File: config.mk
export PLATFORM = sky130hd
export DESIGN_NAME = fsk_task_seq
export DESIGN_NICKNAME = d
export VERILOG_FILES = /design/src/rtl/fsk_seq_pkg.sv /design/src/rtl/fsk_task_table.sv /design/src/rtl/fsk_sym_store.sv /design/src/rtl/fsk_dec_stub.sv /design/src/rtl/fsk_task_seq.sv
export SDC_FILE = /design/constraint.sdc
export NUM_CORES = 1
export LEC_CHECK = 0
export ABC_AREA = 0
export BUFFER_PORTS_ARGS = -buffer_cell sky130_fd_sc_hd__buf_2
export CAP_MARGIN = 20
export CORE_MARGIN = 1.5
export CORE_UTILIZATION = 33
export CTS_CLUSTER_SIZE = 30
export DETAILED_ROUTE_END_ITERATION = 6
export GPL_TIMING_DRIVEN = 1
export PLACE_DENSITY = 0.45
export SETUP_SLACK_MARGIN = 0.3
export SYNTH_ARGS = -nofsm -noshare
export SYNTH_HDL_FRONTEND = slang
export SYNTH_SLANG_ARGS = --single-unit
File: constraint.sdc
create_clock -name clk -period 3.3 [get_ports clk]
set_input_delay 0 -clock clk [delete_from_list [all_inputs] [get_ports clk]]
set_output_delay 0 -clock clk [all_outputs]
set_load 0.02 [all_outputs]
File: src/rtl/fsk_seq_pkg.sv
package fsk_seq_pkg;
  typedef enum logic [1:0] {
    ST_IDLE = 2'd0,
    ST_WAIT = 2'd1,
    ST_DEC  = 2'd2,
    ST_XFER = 2'd3
  } seq_state_e;

  localparam logic [2:0] CODE_NULL_LO = 3'd0;
  localparam logic [2:0] CODE_NULL_HI = 3'd6;
  localparam logic [2:0] CODE_ABORT   = 3'd7;
endpackage

File: src/rtl/fsk_task_table.sv
module fsk_task_table #(
  parameter int SYNC_SYMS   = 24,
  parameter int HDR_SYMS    = 16,
  parameter int BLK_SYMS    = 32,
  parameter int TX_PRE_SYMS = 24,
  parameter int CW          = 7,
  parameter int NBW         = 4
) (
  input  logic [2:0]     code,
  input  logic           tx,
  output logic           runs,
  output logic [CW-1:0]  thr,
  output logic [CW-1:0]  skip,
  output logic [NBW-1:0] nbytes
);
  always_comb begin
    runs   = 1'b1;
    thr    = '0;
    skip   = '0;
    nbytes = '0;
    unique case (code)
      3'd1: begin
        if (tx) begin
          thr  = CW'(TX_PRE_SYMS);
          skip = CW'(TX_PRE_SYMS);
        end else begin
          thr    = CW'(SYNC_SYMS + HDR_SYMS);
          skip   = CW'(SYNC_SYMS);
          nbytes = NBW'(HDR_SYMS / 4);
        end
      end
      3'd2: begin
        thr = CW'(HDR_SYMS);
        if (tx) skip = CW'(HDR_SYMS);
        else    nbytes = NBW'(HDR_SYMS / 4);
      end
      3'd3: begin
        thr = CW'(BLK_SYMS);
        if (tx) skip = CW'(BLK_SYMS);
        else    nbytes = NBW'(BLK_SYMS / 4);
      end
      3'd4: begin
        if (tx) begin
          thr  = CW'(BLK_SYMS);
          skip = CW'(BLK_SYMS);
        end else begin
          thr  = CW'(SYNC_SYMS);
          skip = CW'(SYNC_SYMS);
        end
      end
      3'd5: begin
        thr = CW'(4);
        if (tx) skip = CW'(4);
        else    nbytes = NBW'(1);
      end
      default: runs = 1'b0;
    endcase
  end
endmodule

File: src/rtl/fsk_sym_store.sv
module fsk_sym_store #(
  parameter int DEPTH = 64,
  parameter int CW    = 7
) (
  input  logic          clk,
  input  logic          rst_n,
  input  logic          flush,
  input  logic          push,
  input  logic [1:0]    din,
  input  logic          pop,
  output logic [1:0]    dout,
  output logic [CW-1:0] count,
  output logic          full
);
  localparam int AW = (DEPTH > 1) ? $clog2(DEPTH) : 1;

  logic [1:0]    mem [DEPTH];
  logic [AW-1:0] wr_ptr, rd_ptr;
  logic          push_ok;

  assign full    = (count == CW'(DEPTH));
  assign push_ok = push && !full;
  assign dout    = mem[rd_ptr];

  function automatic logic [AW-1:0] bump(input logic [AW-1:0] p);
    return (p == AW'(DEPTH - 1)) ? '0 : p + 1'b1;
  endfunction

  always_ff @(posedge clk) begin
    if (push_ok && !flush) mem[wr_ptr] <= din;
  end

  always_ff @(posedge clk or negedge rst_n) begin
    if (!rst_n) begin
      wr_ptr <= '0;
      rd_ptr <= '0;
      count  <= '0;
    end else if (flush) begin
      wr_ptr <= '0;
      rd_ptr <= '0;
      count  <= '0;
    end else begin
      if (push_ok) wr_ptr <= bump(wr_ptr);
      if (pop)     rd_ptr <= bump(rd_ptr);
      count <= count + CW'(push_ok) - CW'(pop);
    end
  end
endmodule

File: src/rtl/fsk_dec_stub.sv
module fsk_dec_stub #(
  parameter int LAT = 3
) (
  input  logic clk,
  input  logic rst_n,
  input  logic abort,
  input  logic start,
  output logic done
);
  localparam int LW = $clog2(LAT + 1);

  logic          busy;
  logic [LW-1:0] left;

  assign done = busy && (left == '0);

  always_ff @(posedge clk or negedge rst_n) begin
    if (!rst_n) begin
      busy <= 1'b0;
      left <= '0;
    end else if (abort) begin
      busy <= 1'b0;
      left <= '0;
    end else if (start) begin
      busy <= 1'b1;
      left <= LW'(LAT - 1);
    end else if (done) begin
      busy <= 1'b0;
    end else if (busy) begin
      left <= left - 1'b1;
    end
  end
endmodule

File: src/rtl/fsk_task_seq.sv
module fsk_task_seq
  import fsk_seq_pkg::*;
#(
  parameter int SYNC_SYMS   = 24,
  parameter int HDR_SYMS    = 16,
  parameter int BLK_SYMS    = 32,
  parameter int TX_PRE_SYMS = 24,
  parameter int STORE_DEPTH = 64,
  parameter int DEC_LAT     = 3
) (
  input  logic       clk,
  input  logic       rst_n,
  input  logic       mode_tx,
  input  logic       irq_enable,
  input  logic       cmd_valid,
  input  logic [2:0] cmd_code,
  input  logic       stat_rd,
  output logic       stat_free,
  output logic       stat_irq,
  output logic       irq_n,
  input  logic       sym_valid,
  output logic       sym_ready,
  input  logic [1:0] sym_data,
  output logic       dec_start,
  output logic       out_valid,
  input  logic       out_ready,
  output logic [7:0] out_data
);
  localparam int CW        = $clog2(STORE_DEPTH + 1);
  localparam int MAX_DATA  = (HDR_SYMS > BLK_SYMS) ? HDR_SYMS : BLK_SYMS;
  localparam int BUF_BYTES = MAX_DATA / 4;
  localparam int NBW       = $clog2(BUF_BYTES + 1);
  localparam int PW        = (BUF_BYTES > 1) ? $clog2(BUF_BYTES) : 1;

  seq_state_e     state;
  logic           free_q, irq_q;
  logic [CW-1:0]  thr_q, skip_q, xfer_idx;
  logic [NBW-1:0] nb_q, blen_q, rptr_q;
  logic [7:0]     buf_q [BUF_BYTES];

  logic           tbl_runs;
  logic [CW-1:0]  tbl_thr, tbl_skip;
  logic [NBW-1:0] tbl_nb;
  logic [CW-1:0]  store_cnt;
  logic           store_full;
  logic [1:0]     store_dout;
  logic           dec_done;

  logic abort, accept, pop, last, finish, in_data;
  logic [CW-1:0] didx;

  fsk_task_table #(
    .SYNC_SYMS(SYNC_SYMS), .HDR_SYMS(HDR_SYMS), .BLK_SYMS(BLK_SYMS),
    .TX_PRE_SYMS(TX_PRE_SYMS), .CW(CW), .NBW(NBW)
  ) u_table (
    .code(cmd_code), .tx(mode_tx), .runs(tbl_runs),
    .thr(tbl_thr), .skip(tbl_skip), .nbytes(tbl_nb)
  );

  fsk_sym_store #(.DEPTH(STORE_DEPTH), .CW(CW)) u_store (
    .clk(clk), .rst_n(rst_n), .flush(abort),
    .push(sym_valid), .din(sym_data), .pop(pop),
    .dout(store_dout), .count(store_cnt), .full(store_full)
  );

  fsk_dec_stub #(.LAT(DEC_LAT)) u_dec (
    .clk(clk), .rst_n(rst_n), .abort(abort),
    .start(dec_start), .done(dec_done)
  );

  assign abort     = cmd_valid && (cmd_code == CODE_ABORT);
  assign accept    = cmd_valid && free_q && tbl_runs && !abort;
  assign dec_start = (state == ST_WAIT) && (store_cnt >= thr_q) && !abort;
  assign pop       = (state == ST_XFER) && !abort;
  assign last      = (xfer_idx == thr_q - 1'b1);
  assign finish    = pop && last;
  assign in_data   = (xfer_idx >= skip_q);
  assign didx      = xfer_idx - skip_q;

  assign sym_ready = !store_full;
  assign stat_free = free_q;
  assign stat_irq  = irq_q;
  assign irq_n     = !(irq_q && irq_enable);
  assign out_valid = (rptr_q < blen_q);
  assign out_data  = buf_q[rptr_q[PW-1:0]];

  always_ff @(posedge clk or negedge rst_n) begin
    if (!rst_n) begin
      state    <= ST_IDLE;
      free_q   <= 1'b1;
      thr_q    <= '0;
      skip_q   <= '0;
      nb_q     <= '0;
      xfer_idx <= '0;
    end else if (abort) begin
      state  <= ST_IDLE;
      free_q <= 1'b1;
    end else begin
      unique case (state)
        ST_IDLE: if (accept) begin
          state  <= ST_WAIT;
          free_q <= 1'b0;
          thr_q  <= tbl_thr;
          skip_q <= tbl_skip;
          nb_q   <= tbl_nb;
        end
        ST_WAIT: if (dec_start) state <= ST_DEC;
        ST_DEC: if (dec_done) begin
          state    <= ST_XFER;
          xfer_idx <= '0;
        end
        ST_XFER: begin
          if (last) begin
            state  <= ST_IDLE;
            free_q <= 1'b1;
          end else begin
            xfer_idx <= xfer_idx + 1'b1;
          end
        end
        default: state <= ST_IDLE;
      endcase
    end
  end

  always_ff @(posedge clk or negedge rst_n) begin
    if (!rst_n)       irq_q <= 1'b0;
    else if (finish)  irq_q <= 1'b1;
    else if (stat_rd) irq_q <= 1'b0;
  end

  always_ff @(posedge clk or negedge rst_n) begin
    if (!rst_n) begin
      blen_q <= '0;
      rptr_q <= '0;
    end else begin
      if (finish) begin
        blen_q <= nb_q;
        rptr_q <= '0;
      end else begin
        if (state == ST_DEC && dec_done && !abort) blen_q <= '0;
        if (out_valid && out_ready) rptr_q <= rptr_q + 1'b1;
      end
    end
  end

  always_ff @(posedge clk or negedge rst_n) begin
    if (!rst_n) begin
      for (int i = 0; i < BUF_BYTES; i++) buf_q[i] <= '0;
    end else if (pop && in_data && (didx[CW-1:2] < (CW-2)'(BUF_BYTES))) begin
      buf_q[didx[PW+1:2]][{didx[1:0], 1'b0} +: 2] <= store_dout;
    end
  end
endmodule

# Yosys cells after proc, flatten, opt, wreduce, memory -nomap -nowiden
# Memories as Yosys holds them, arrays and structs flattened.
# Cells that the tools add are included.
# Widths: inputs -> output; s select.
# classes
add_sub_neg	10
magnitude_cmp	7
eq_ne	20
shifts	2
muxes	53
bitwise	3
n_reduce_logical	39
# ops
operator	count
$pmux 7 s5	2
$bwmux 64	1
$mux 6	9
$bmux 8 s3	1
$demux 8 s3	1
$mux 8	3
$mux 7	3
$mux 4	5
$logic_and 1x1->1	18
$mux 2	9
$ne 3x2->1 const B	5
$ge 7x7->1	2
$pmux 7 s2	1
$add 6x1->6 const B	2
$eq 6x6->1 const B	2
$mux 1	12
$pmux 4 s3	1
$reduce_bool 2->1	6
$eq 3x3->1 const B	3
$reduce_bool 3->1	3
$ge 4x4->1 const B	2
$not 3->4	2
$pmux 2 s4	1
$reduce_and 4->1	2
other kinds (30)	38
# word_totals
ff_bits	123
ram_bits	128
input_bits	13
output_inout_bits	14
elab_cells	157
n_memories	1
# mem_list
memory	depth	word_bits	rd	rd_ports_with_merged_regs	wr	line	rtl
u_store.mem	64	2	1	0	1	fsk_sym_store.sv:17	logic [1:0] mem [DEPTH];

# Logic depth before layout (Yosys ltp)
# Gate-level depths: netlist of the first run.
# logic_depth
word_depth	8
depth_mapped	14
mapped_depth_nobuf	14

# Modules after synthesis
# Synthesis of the first run repeated with hierarchy kept, for this count alone.
# hier_totals
hier_cells	1029
area_unflattened_um2	12904.9
# by_module_without_submodules
module	n_inst	cells_each	area_each_um2	seq_area_each_um2
fsk_sym_store	1	471	6605.1	4319.1
fsk_task_seq	1	509	5879.4	2528.7
fsk_task_table	1	34	249.0	0.0
fsk_dec_stub	1	15	171.4	75.1

# Worst setup path before layout of the first run
# No wires, ideal clock.
# synth_timing
path_kind	register to register
startpoint	register u_store.count[2]
endpoint	register u_store.count[6]
setup_ps	78
arrival_time_ps	2580
t_required_ps	3222
setup_slack_ps	642
stages_incl_launch_ff	15
n_path_buf	0
synth_period_minus_slack_ps	2658
cell_sequence	dfrtp_1 > inv_1 > ha_1 > nand4_1 > nand2_1 > inv_1 > ha_1 > inv_1 > fa_1 > nand2b_1 > a21oi_1 > o21ai_0 > a21oi_1 > or3_1 > a21oi_1
# synth_between
elab_chain_len	6
# synth_rtl
element	line	rtl
from (decl)	fsk_sym_store.sv:12	output logic [CW-1:0] count,
from (signal assigned)	fsk_sym_store.sv:45	count <= count + CW'(push_ok) - CW'(pop);
$eq 7x7->1	fsk_sym_store.sv:21	assign full = (count == CW'(DEPTH));
$logic_not 1->1	n/a	
via sym_ready	fsk_task_seq.sv:22	output logic sym_ready,
$logic_and 1x1->1	fsk_sym_store.sv:22	assign push_ok = push && !full;
$add 7x1->7	fsk_sym_store.sv:45	
$sub 7x1->7	fsk_sym_store.sv:45	
$mux 7	fsk_sym_store.sv:38	end else if (flush) begin
# The timed path passes the listed nets, and every way through them passes these cells.
# A chain may end at the register's enable or synchronous reset.

# Worst setup path after layout of the first run
# layout_timing
startpoint	register xfer_idx[2]
endpoint	register buf_q[35] (netlist name)
# layout_between
elab_chain_len	7
elab_cells_between_ends	12
cone_classes	add/sub (1); order compare (4); mux (3); bitwise (1); reduce/logical (3)
# layout_rtl
element	line	rtl
from (decl)	fsk_task_seq.sv:37	logic [CW-1:0] thr_q, skip_q, xfer_idx;
from (signal assigned)	fsk_task_seq.sv:117	xfer_idx <= xfer_idx + 1'b1;
$sub 7x7->7	fsk_task_seq.sv:78	assign didx = xfer_idx - skip_q;
$not 3->4 (not written as such)	fsk_task_seq.sv:150	buf_q[didx[PW+1:2]][{didx[1:0], 1'b0} +: 2] <= store_dout;
$ge 4x4->1 (not written as such) or $lt 4x1->1 (tied branches)	fsk_task_seq.sv:150	
$logic_and 1x1->1 (not written as such)	fsk_task_seq.sv:150	
$mux 8 (not written as such)	fsk_task_seq.sv:150	
$demux 8 s3	fsk_task_seq.sv:150	
$bwmux 64	fsk_task_seq.sv:150	
to (signal, indexed assignment)	fsk_task_seq.sv:150	
to (decl)	fsk_task_seq.sv:39	logic [7:0] buf_q [BUF_BYTES];
# Parallel ways exist; a longest one is shown, timed or not.

==> results of run 1 <==
per-layer routing:
layer / up-vias / share of wire, % / track usage (%) / wire length [um]
met4: 0 / 2.0 / 3.606 / 578
met3: 37 / 2.7 / 1.937 / 778
met1: 3828 / 46 / 21.25 / 13130
met2: 73 / 49 / 28.01 / 13970
met5: - / 0 / 0 / 0
li1: 3768 / - / - / -
sequential cells by signal, summed over array words and instances (netlist names):
signal and cells:
u_store.count 7, u_dec.busy 1, nb_q 3, stat_free 1
u_store.rd_ptr 6, thr_q 4, stat_irq 1, xfer_idx 7
blen_q 3, state 2, u_store.mem 128, u_dec.left 2
u_store.wr_ptr 6, skip_q 3, buf_q 64, rptr_q 4
worst paths after layout:
path / to / slack, ns / depth (start not counted)
max in group asynchronous: buf_q[41]$_DFFE_PN0P_ / 2.48 / 3
min: thr_q[5]$_DFFE_PN0P_ / 0.02 / 2
max: buf_q[35]$_DFFE_PN0P_ / 0.54 / 10
min reg2reg: nb_q[0]$_DFFE_PN0P_ / 0.47 / 2
min in group clk: u_store.count[0]$_DFF_PN0_ / 0.04 / 4
max reg2reg: buf_q[35]$_DFFE_PN0P_ / 0.54 / 10
cells by family after synthesis:
logic type                 after synthesis  share of synthesized area (%)
AOI/OAI and AO/OA                      192                          9.949
buffers and inverters                   86                          3.394
adders and majority gates               37                          4.065
muxes                                   82                          10.40
DFF                                    242                          56.96
and+or+nand+nor                        341                          13.38
xor gates and xnor gates                25                          1.862
power by group:
part | switching, mW | internal [mW] | total (mW) | leakage (nW)
logic | 2.06 | 1.32 | 3.39 | 2.03
registers | 0.377 | 3.52 | 3.90 | 2.69
clock network | 1.20 | 1.79 | 2.99 | 0.431
total | 3.64 | 6.63 | 10.3 | 5.15
final cells by class:
type                       instances  area (um2)  share of cell area (%)
clock inverter                    10       103.9                  0.7702
inverter                          32       120.1                  0.8909
tap                              455       569.3                   4.222
clock buffer                      37       775.7                   5.754
multi-input combinational        677        4691                   34.79
timing repair buffer              68       524.3                   3.888
sequential                       242        6699                   49.68
through the flow:
stage                     hold WS (ns)  util, %  instances
after detailed placement       0.08846    35.62       1454
after floorplan                -0.2956        -       1005
final                          0.02282    38.75       1521
after CTS                      0.01779    38.52       1514
after global routing           0.05940    38.75       1521
after global placement         0.08865    35.56       1453
worst max-delay path: cells and delay by family (launching register included):
kind | cells | cell delay (ns)
compound gates | 2 | 0.52
fa+ha+maj | 2 | 0.60
buf+inv | 3 | 0.41
flops | 1 | 0.42
simple gates | 3 | 0.66
layout by cell type, fill, tap and decap left out, types with 3 or more instances in the layout:
cell and instances:
nand2_1 115, nand4_1 10, o21ai_1 6, ha_1 35
buf_2 25, clkinv_2 4, or3_1 6, nor3_1 15
buf_12 3, a21oi_1 15, nand3b_1 7, clkbuf_16 29
o22ai_1 17, xor2_1 17, or3b_2 3, a21o_1 3
dlygate4sd3_1 14, mux2i_1 46, nor3b_1 5, mux2_2 8
buf_4 25, o211ai_1 32, nand3_1 27, and2_1 3
and3_1 5, clkbuf_1 6, nand2b_1 7, xnor2_1 8
inv_1 32, nor2_1 114, edfxtp_1 128, nor2b_1 10
mux4_2 17, mux4_1 11, dfrtp_1 112, a211oi_1 5
o21ai_0 90
what timing repair did:
| action | in CTS | in global routing |
|---|---|---|
| endpoints found under the setup margin | 0 | 10 |
| hold buffers | 13 | 1 |
| setup buffers | 0 | 5 |
| gates resized for setup | 0 | 3 |
| hold endpoints to repair | 87 | 18 |
==> metrics.yaml, run 1 <==
logic_synthesis:
  ys_ff_latch: 242
  synthCells: 1005
  synth-edff-count: 128
  synthTopCellsByCount: "edfxtp_1, nand2_1, nor2_1"
  synthArstFlopShare_pct: 47.11
  synth_cell_types: 65
  ys_seq_area_share_pct: 56.96
  avgSynthCellArea_um2: 11.70
  yosys.area.top_type_share_pct: 32.69
  synth_warnings: 0
  ys.flop_type: "edfxtp_1"
  syn_area_mm2: 0.01176
  synth_top_area_cell: "edfxtp_1"
  yosysMostFrequentCell: "edfxtp_1"
  synth_area_leaders: "edfxtp_1, dfrtp_1, mux2i_1"
  synth_nets: 1055
hold_path:
  hold_path.class: "in2async"
clock_tree:
  clk_pin_slew_ns: 0.06
  clockBufferDepth: 3
  clock_tree.root_cell: "clkbuf_16"
  clkLatencyLatePin_ns: 0.54
  numCtsBuffers: 28
  h-tree-depth: 1
  cts.sinks: 242
  tritoncts: "built"
setup_path:
  critPathRequiredTime_ns: 3.71
  critPathMaxFanout: 32
  critPathSlowestCell: "or4_1"
  crit_arrival_ns: 3.17
  reg2reg_from: "xfer_idx[2]$_DFFE_PN0P_"
  crit_chain: "inv_1 -> ha_1 -> inv_1 -> fa_1 -> or4_1 -> nand2_1 -> nor4_2 -> buf_4 -> o211ai_1 -> o21ai_0"
  cp-end-kind: "register"
  path_common_cell: "inv_1"
  cp-startpoint: "xfer_idx[2]$_DFFE_PN0P_"
  slowest_delay_ns: 0.52
  path_class: "reg2reg"
  cp-start-kind: "register"
timing:
  fmax_ghz: 0.3624
  setup_tns_ns: 0
  setup_viol: 0
  final-hold-violation-count: 0
  min_period_ns: 2.760
  rsz0062_at_grt: "no"
  fin_skew_ns: 0.01194
  setup_slack_ns: 0.5403
  timing.slew.headroom_pct: 51.74
  maxSlewViolCount: 0
  worst_pin_slew_ns: 0.7218
  period_share_pct: 83.63
drt:
  drt-initial-drc-count: 359
  wl_per_cell_um: 18.71
  ant_nets: 0
  dr_total_vias: 7706
  first_pass_iters: 4
  routed_wl_um: 28460
  drc_errors: 0
  via_per_inst: 5.066
finish:
  fill_cells: 3405
  drive_gt1_share_pct: 12.57
  fin_area_mm2: 0.01348
  area_delta_synth_final_pct: 14.66
  antenna_cells: 0
  layout.nets: 1099
floorplan:
  die_area_mm2: 0.03677
  die_w_um: 191.8
  initial_utilization_pct: 33.79
  ios: 27
  core-area_mm2: 0.03480
  die_y_um: 191.8
  placementRows: 68
flow_run:
  maxCapViolCount: 0
power_and_ir_drop:
  cellLeakagePower_nw: 5.146
  ir_drop_mv: 0.4860
  pwr_density_cell_mw_per_mm2: 762.1
  total_power_mw: 10.28
global_route:
  antenna_found_initial: 0
  grt_max_degree: 68
  grt_pass1_wl_um: 45510
  grt_pass1_vias: 7970
  gr-total-overflow: 0
  grt_usage_pct: 16.05
place:
  dpl_cell_area_mm2: 0.01239
  place.gp.congestion: 0.7390
  dp_hpwl_um: 18750
  place_ws_ns: 0.4861
  port_buffers: 26
outcome:
  outcome: "completed"
(Power assumes the default switching activity.)
==> inputs of run 2 (changes only) <==
Settings changed: PLACE_DENSITY 0.45 to 0.47.
Clock period 3.3 ns to 2.5 ns, I/O delays scaled along.
==> run 2 against run 1 <==
  * The flow now finishes with violations (negative setup slack)
  * Hold slack better by 0.0080 ns
  * Largest cell class unchanged
  * Sequential power is 29% higher
  * Total power is 50% higher
  * Non-clock buffer count is 90 higher
  * Register-to-register slack worse by 0.56 ns
  * Combinational power is 82% higher
  * Die area stayed put
  * Critical path depth is 4 higher
  * Clock power is 41% higher
==> metrics.yaml, run 2 (synthesis results as in run 1) <==
clock_tree:
  numCtsBuffers: 27
  cts.sinks: 242
  clk_pin_slew_ns: 0.07
  clock_tree.root_cell: "clkbuf_16"
  h-tree-depth: 1
  clockBufferDepth: 3
  clkLatencyLatePin_ns: 0.54
  tritoncts: "built"
setup_path:
  slowest_delay_ns: 0.42
  cp-startpoint: "xfer_idx[2]$_DFFE_PN0P_"
  critPathMaxFanout: 5
  cp-start-kind: "register"
  path_common_cell: "buf_4"
  crit_chain: "inv_2 -> ha_4 -> inv_2 -> fa_2 -> buf_6 -> or4_4 -> nand2_4 -> nor4_4 -> buf_4 -> buf_4 -> o211ai_1 -> buf_4 -> nand2_1 -> o21ai_1"
  crit_arrival_ns: 2.98
  cp_num_buf_inv: 6
  reg2reg_from: "xfer_idx[2]$_DFFE_PN0P_"
  critPathSlowestCell: "or4_4"
  cp-end-kind: "register"
  path_class: "reg2reg"
  critPathRequiredTime_ns: 2.96
  r2r_setup_slack_ns: -0.02
  critPathTopFamily: "buffers and inverters"
power_and_ir_drop:
  total_power_mw: 15.45
  power.share.switching_pct: 35.24
  p_int_mw: 10.00
  seqPwrFrac_pct: 32.6
  pwr_density_cell_mw_per_mm2: 1022
  cellLeakagePower_nw: 5.682
  ir_drop_mv: 0.5199
  combPwrFrac_pct: 40.0
  p_switching_mw: 5.443
  clockPowerShare_pct: 27.4
drt:
  dr_total_vias: 8107
  routed_wl_um: 29320
  ant_nets: 0
  drc_errors: 0
  wl_per_cell_um: 18.17
  first_pass_iters: 5
  drt-initial-drc-count: 515
  via_per_inst: 5.023
finish:
  area_delta_synth_final_pct: 28.47
  mostFrequentLayoutCells: "edfxtp_1, dfrtp_1, nand2_1, buf_4, nor2_1"
  regMostFlops: "u_store.mem"
  layout_commonest_cell: "edfxtp_1"
  antenna_cells: 0
  fill_cells: 3261
  finish.utilization_pct: 43.41
  top_regs: "u_store.mem (128), buf_q (64)"
  layout.nets: 1188
  largest_reg_flops: 128
  drive_gt1_share_pct: 30.03
  layout.cells.non_filler: 1614
hold_path:
  hold_path.class: "in2async"
place:
  dp_hpwl_um: 18940
  port_buffers: 26
  place.gp.congestion: 0.7413
  dp.cells: 1497
floorplan:
  die_area_mm2: 0.03677
  die_y_um: 191.8
  core-area_mm2: 0.03480
  initial_utilization_pct: 33.79
  ios: 27
  die_w_um: 191.8
  placementRows: 68
outcome:
  outcome: "finished, violations left"
  failed_checks: "negative setup slack"
timing:
  rsz0062_at_grt: "yes"
  fin_skew_ns: 0.01524
  setup_tns_ns: -0.05963
  setup_slack_ns: -0.01843
  timing.slew.headroom_pct: 31.14
  period_share_pct: 100.7
  fmax_ghz: 0.3971
  final-hold-violation-count: 0
  setup_viol: 6
  min_period_ns: 2.518
  maxSlewViolCount: 0
  worst_pin_slew_ns: 1.030
global_route:
  grt_usage_pct: 16.18
  gr-total-overflow: 0
  gr-usage-met1_pct: 22.42
  grt_use_met3_pct: 2.065
  grt_pass1_wl_um: 46260
  grt_pass1_vias: 8233
  grtUsageMet2_pct: 26.59
  grt_max_degree: 48
  busiest_layer: "met2"
  antenna_found_initial: 0
flow_run:
  maxCapViolCount: 0
[run 2: changes by cell type in the layout (fill, tap and decap cells not counted), moves of 11 or more]
cell / before / now
buf_4: 25 / 98
buf_6: 1 / 14
inv_1: 32 / 21
nand2_1: 115 / 101
nand2_2: 1 / 14
nor2_1: 114 / 61
nor2_2: 0 / 21
nor2_4: 0 / 32
o21ai_0: 90 / 29
o21ai_1: 6 / 59
[run 2: through the flow]
step	cell area (um2)	hold slack, ns	worst slack [ns]
2_1_floorplan	11860	-0.2956	0.004444
3_3_place_gp	12850	0.07104	-0.1296
3_5_place_dp	12850	0.07034	-0.1891
4_1_cts	14380	0.04617	-0.06657
5_1_grt	15110	0.07023	-0.1737
6_report	15110	0.03085	-0.01843
[run 2: area by class of cell]
| type | instances | area, um2 | share of cell area (%) |
|---|---|---|---|
| Clock buffer | 33 | 728.2 | 4.820 |
| Clock inverter | 17 | 224.0 | 1.483 |
| Inverter | 32 | 122.6 | 0.8117 |
| Sequential cell | 242 | 6704 | 44.38 |
| Tap cell | 455 | 569.3 | 3.768 |
| Timing Repair Buffer | 158 | 1471 | 9.740 |
| Multi-Input combinational cell | 677 | 5288 | 35.00 |
[run 2: path summary, 6_finish.rpt]
check | endpoint | cells past startpoint
max | buf_q[18]$_DFFE_PN0P_ | 14
min | thr_q[5]$_DFFE_PN0P_ | 2
max reg2reg | buf_q[18]$_DFFE_PN0P_ | 14
min reg2reg | nb_q[0]$_DFFE_PN0P_ | 2
max in group asynchronous | buf_q[42]$_DFFE_PN0P_ | 3
min in group clk | stat_free$_DFFE_PN1P_ | 6
[run 2: metal layers]
metal / vias to the layer above / wire, um
li1: 3956 / -
met2: 103 / 13870
met1: 4004 / 13970
met4: 0 / 681
met5: - / 0
met3: 44 / 799
[run 2: power groups by stage]
stage	Clock (mW)	Sequential [mW]	Combinational, mW
after floorplan	0	4.96	3.56
after global placement	0	5.12	5.15
after detailed placement	0	5.12	5.16
after CTS	4.34	5.06	5.61
after global routing	4.52	5.10	6.80
final	4.23	5.04	6.17
[run 2: what timing repair did]
item | CTS | global route
gates cloned | 3 | 3
hold buffers | 11 | 0
hold endpoints to repair | 153 | 0
setup buffers | 37 | 13
setup endpoints to repair | 153 | 212
gates resized for setup | 46 | 149
pin swaps | 46 | 45
